**src/rtl/gpio_port_pkg.sv**
```systemverilog
package gpio_port_pkg;
  // Byte offsets of the register window; decoders compare the full address.
  localparam int OFS_DIR_SET = 'h00;
  localparam int OFS_DIR_CLR = 'h04;
  localparam int OFS_OUT_LO  = 'h08;
  localparam int OFS_OUT_HI  = 'h0C;
  localparam int OFS_PIN_IN  = 'h10;
  localparam int NUM_HALVES  = 2;
endpackage

```
**src/rtl/gpio_in_sync.sv**
```systemverilog
// Two-stage synchronizer for asynchronous pin levels. Left without reset so
// the flops map onto plain registers.
module gpio_in_sync #(
  parameter int WIDTH = 32
) (
  input  logic             clk,
  input  logic [WIDTH-1:0] async_in,
  output logic [WIDTH-1:0] sync_out
);
  logic [WIDTH-1:0] stage1;

  always_ff @(posedge clk) begin
    stage1   <= async_in;
    sync_out <= stage1;
  end
endmodule

```
**src/rtl/gpio_dir_reg.sv**
```systemverilog
// Direction vector updated by independent set and clear strobes.
module gpio_dir_reg #(
  parameter int WIDTH = 32
) (
  input  logic             clk,
  input  logic             rst,
  input  logic [WIDTH-1:0] set_bits,
  input  logic [WIDTH-1:0] clr_bits,
  output logic [WIDTH-1:0] dir_q
);
  always_ff @(posedge clk) begin
    if (rst) dir_q <= '0;
    else     dir_q <= (dir_q | set_bits) & ~clr_bits;
  end
endmodule

```
**src/rtl/gpio_out_half.sv**
```systemverilog
// One half-word of output latches; each bit loads only when its mask bit is set.
module gpio_out_half #(
  parameter int HALF = 16
) (
  input  logic            clk,
  input  logic            rst,
  input  logic            wr_en,
  input  logic [HALF-1:0] wr_mask,
  input  logic [HALF-1:0] wr_val,
  output logic [HALF-1:0] lvl_q
);
  for (genvar b = 0; b < HALF; b++) begin : g_bit
    always_ff @(posedge clk) begin
      if (rst)                        lvl_q[b] <= 1'b0;
      else if (wr_en && wr_mask[b])   lvl_q[b] <= wr_val[b];
    end
  end
endmodule

```
**src/rtl/gpio_mask_port.sv**
```systemverilog
module gpio_mask_port
  import gpio_port_pkg::*;
#(
  parameter int NPIN   = 32,
  parameter int ADDR_W = 8
) (
  input  logic              clk,
  input  logic              rst,
  input  logic              bus_sel,
  input  logic              bus_wr,
  input  logic [ADDR_W-1:0] bus_addr,
  input  logic [NPIN-1:0]   bus_wdata,
  output logic [NPIN-1:0]   bus_rdata,
  input  logic [NPIN-1:0]   pin_in,
  output logic [NPIN-1:0]   pin_out,
  output logic [NPIN-1:0]   pin_oe
);
  localparam int HALF = NPIN / 2;

  logic wr_cyc, rd_cyc;
  logic hit_set, hit_clr, hit_in;
  logic [NUM_HALVES-1:0] hit_out;
  logic [NPIN-1:0] in_sync;

  assign wr_cyc  = bus_sel &&  bus_wr;
  assign rd_cyc  = bus_sel && !bus_wr;
  assign hit_set = bus_addr == ADDR_W'(OFS_DIR_SET);
  assign hit_clr = bus_addr == ADDR_W'(OFS_DIR_CLR);
  assign hit_in  = bus_addr == ADDR_W'(OFS_PIN_IN);
  assign hit_out[0] = bus_addr == ADDR_W'(OFS_OUT_LO);
  assign hit_out[1] = bus_addr == ADDR_W'(OFS_OUT_HI);

  gpio_in_sync #(.WIDTH(NPIN)) i_sync (
    .clk      (clk),
    .async_in (pin_in),
    .sync_out (in_sync)
  );

  gpio_dir_reg #(.WIDTH(NPIN)) i_dir (
    .clk      (clk),
    .rst      (rst),
    .set_bits ((wr_cyc && hit_set) ? bus_wdata : '0),
    .clr_bits ((wr_cyc && hit_clr) ? bus_wdata : '0),
    .dir_q    (pin_oe)
  );

  for (genvar h = 0; h < NUM_HALVES; h++) begin : g_half
    gpio_out_half #(.HALF(HALF)) i_half (
      .clk     (clk),
      .rst     (rst),
      .wr_en   (wr_cyc && hit_out[h]),
      .wr_mask (bus_wdata[NPIN-1:HALF]),
      .wr_val  (bus_wdata[HALF-1:0]),
      .lvl_q   (pin_out[h*HALF +: HALF])
    );
  end

  always_ff @(posedge clk) begin
    if (rst) begin
      bus_rdata <= '0;
    end else if (rd_cyc) begin
      if (hit_set)         bus_rdata <= pin_oe;
      else if (hit_out[0]) bus_rdata <= {{HALF{1'b0}}, pin_out[HALF-1:0]};
      else if (hit_out[1]) bus_rdata <= {{HALF{1'b0}}, pin_out[NPIN-1:HALF]};
      else if (hit_in)     bus_rdata <= in_sync;
      else                 bus_rdata <= '0;
    end
  end
endmodule

```
**config.mk**
```make
export PLATFORM = sky130hd
export DESIGN_NAME = gpio_mask_port
export DESIGN_NICKNAME = d
export VERILOG_FILES = /design/src/rtl/gpio_port_pkg.sv /design/src/rtl/gpio_in_sync.sv /design/src/rtl/gpio_dir_reg.sv /design/src/rtl/gpio_out_half.sv /design/src/rtl/gpio_mask_port.sv
export SDC_FILE = /design/constraint.sdc
export NUM_CORES = 1
export LEC_CHECK = 0
export CELL_PAD_IN_SITES_DETAIL_PLACEMENT = 0
export CELL_PAD_IN_SITES_GLOBAL_PLACEMENT = 1
export CORE_MARGIN = 5
export CORE_UTILIZATION = 40
export CTS_BUF_LIST = sky130_fd_sc_hd__clkbuf_4 sky130_fd_sc_hd__clkbuf_8
export DETAILED_ROUTE_END_ITERATION = 7
export GPL_TIMING_DRIVEN = 0
export HOLD_SLACK_MARGIN = 0.08
export PLACE_DENSITY = 0.95
export SETUP_SLACK_MARGIN = 0.5
export SYNTH_ARGS = -nofsm -noshare
export SYNTH_HDL_FRONTEND = slang
export SYNTH_SLANG_ARGS = --single-unit
```
**constraint.sdc**
```tcl
create_clock -name clk -period 4.1 [get_ports clk]
set_input_delay 0.615 -clock clk [delete_from_list [all_inputs] [get_ports clk]]
set_output_delay 0.615 -clock clk [all_outputs]
set_load 0.02 [all_outputs]
```
==> results.txt <==
Status -> finished clean
Port bufs -> 170
Area contributors post-synth -> dfxtp_1, a211oi_2, a21oi_1, nand4_1, mux2_2
WP data required -> 4400 ps
Final Max Tran Viols -> 0
Initial antenna violation count -> 0
N_diodes -> 0
Synth Warn # -> 0
H-tree levels -> 4
Post-synth top area share -> 55.2%
Flops & latches, synth -> 160
Largest net degree at the start of global routing -> 17
PwrDens -> 380 nW/um2
Max clock buf depth -> 2
Total negative slack -> 0 ps
Total power -> 3110 uW
Total Nets Final -> 818
Hpwl dp -> 14500 um
Drt first pass iters -> 5
Number of max-cap violations -> 0
Via/cell ratio -> 5.70
Routed WL per cell -> 20.8 um
Tot GR Track Use -> 22.8%
Synthesized net count -> 629
Placed cell count -> 907
Die X -> 130 um
Setup-failing EPs final -> 0
Predominant post-synthesis flop cell -> dfxtp_1
Slew HR -> 41.3%
Final wirelength -> 19500 um
Top Ports -> 172
Clk sinks -> 160
Lkg Pwr -> 0.00288 uW
Site Rows -> 44
RSZ-0062 raised after global routing -> false
Hold slack -> 331 ps
Layout cells sized above 1 -> 13.3%
Critical path class -> input port to register
CTS tree -> yes
Worst Hold Depth -> 0
Worst Hold Class -> register to register
Post-route ant nets -> 0
EDFF count, synth -> 0
Post-CTS Resized -> 0
CTS root buffer -> clkbuf_8
Top cell type by total area after synthesis -> dfxtp_1
Startpoint types -> input port
Fin cells -> 938
Netlist cell types -> 36
Final Hold Vio Count -> 0
Placeable Area -> 14400 um2
Initial Util -> 40.4%
Postcts setup bufs -> 0
CTS buffer count -> 17
R2R cell count -> 4
Die H -> 130 um
Post-Syn Area per Cell -> 10.5 um2
Fmax -> 374 MHz
Worst Path Arrival -> 2970 ps
Die Footprint -> 17000 um2
VDD IR-drop max -> 214 uV
Gpl congestion -> 0.874
Post-route DRC -> 0
Area Growth Syn to Fin -> 40.7%
Post-CTS Hold Fix Bufs -> 0
Crit path capture type -> register
Iter 0 DRT Violations -> 452
Via Count -> 5344
First-pass GRT wire length -> 29300 um
Critical Path Fanout Max -> 10
Max Clock Skew -> 11.6 ps
Cell with the most instances after synthesis -> dfxtp_1
Final period util -> 65.3%
Actual slew at the worst max-slew pin -> 880 ps
Clk slew on worst S/H paths -> 80 ps
Post-route minimum period -> 2680 ps
Synth Cell Area -> 5810 um2
Async set-reset flop share out of synthesis -> 0%
Total grt overflow -> 0
Worst-Skew Late Latency -> 460 ps
Slowest CP cell -> clkdlybuf4s50_1
Register area share after synthesis -> 55.2%
Number of global-route vias before repair -> 5269
Instance count of the mapped netlist -> 553
Worst-path cell chain -> clkdlybuf4s50_1, buf_6, and3_2, clkbuf_1, nand2_1, nor4_2, buf_2, a211oi_2
CP peak stage delay -> 500 ps
Synth top cells by count -> dfxtp_1, a21oi_1, nor2_1
-- area by class of cell --
type	count	area (um2)
repair buffers	170	1700
clock buffers	21	270
multi-input cells	343	2360
flip-flops and latches	160	3200
fillers	1261	6200
plain buffers	50	244
clock inverters	10	161
well taps	184	230
-- sequential cells by signal, summed over array words and instances (netlist names) --
register and flops:
g_half.i_half.lvl_q 32, i_dir.dir_q 32, i_sync.sync_out 32, i_sync.stage1 32, bus_rdata 32
-- through the flow --
stage / setup WS [ps] / util (%) / instance area (um2)
CTS: 1490 / 56.9 / 8170
global placement: 1020 / 53.8 / 7740
global route: 1250 / 56.9 / 8170
finish: 1420 / 56.9 / 8170
detailed placement: 1010 / 53.8 / 7740
floorplan: 1950 / - / 5810
-- final timing paths --
| path | startpoint | slack [ps] | to |
|---|---|---|---|
| setup / recovery | bus_addr[2] | 1420 | i_dir.dir_q[19] |
| hold / removal | i_sync.stage1[13] | 330 | i_sync.sync_out[13] |
| setup reg to reg | i_sync.sync_out[0] | 2930 | bus_rdata[0] |
| hold reg to reg | i_sync.stage1[13] | 330 | i_sync.sync_out[13] |
-- worst max-delay path: cells and delay by family --
family	cells	cell delay (ps)
buffers and inverters	4	1460
AND/OR/NAND/NOR	3	770
AO/OA/AOI/OAI	1	120
-- kinds of logic (layout without fill, tap and decap cells) --
group,count (synthesis),count (layout),share of synthesized area [%]
DFF,160,160,55.2
and+or+nand+nor,174,174,16.1
AOI/OAI and AO/OA,137,137,18.6
buffers and inverters,50,251,4.20
muxes,32,32,5.86
-- report_power, final --
group | internal, uW | switching [uW]
Clock | 696 | 565
Combinational | 110 | 128
Sequential | 1590 | 12.6
Total | 2400 | 706
-- per-layer routing --
layer  routed length [um]  track usage [%]
met5                    0                0
met4                  514             8.35
met3                 1830             6.26
met2                 9220             36.8
met1                 7960             29.3
-- layout by cell type (no fill, tap or decap), types with 4 or more instances in the layout --
| cell type | instances |
|---|---|
| nand4_1 | 32 |
| a2bb2oi_1 | 4 |
| a22oi_1 | 16 |
| buf_2 | 9 |
| buf_6 | 6 |
| clkbuf_8 | 18 |
| nor2_1 | 45 |
| o221ai_1 | 4 |
| a21oi_1 | 49 |
| mux2_2 | 16 |
| buf_1 | 4 |
| or2b_1 | 4 |
| nor2b_1 | 13 |
| bufinv_16 | 4 |
| clkbuf_1 | 31 |
| nor4_1 | 14 |
| clkdlybuf4s50_1 | 170 |
| o31ai_1 | 12 |
| nor3_1 | 12 |
| a221oi_1 | 12 |
| nand3_1 | 16 |
| nand2_1 | 23 |
| o22ai_1 | 4 |
| a211oi_2 | 30 |
| mux2i_1 | 16 |
| a32oi_1 | 4 |
| dfxtp_1 | 160 |
Power figures use the tool's default switching activity.
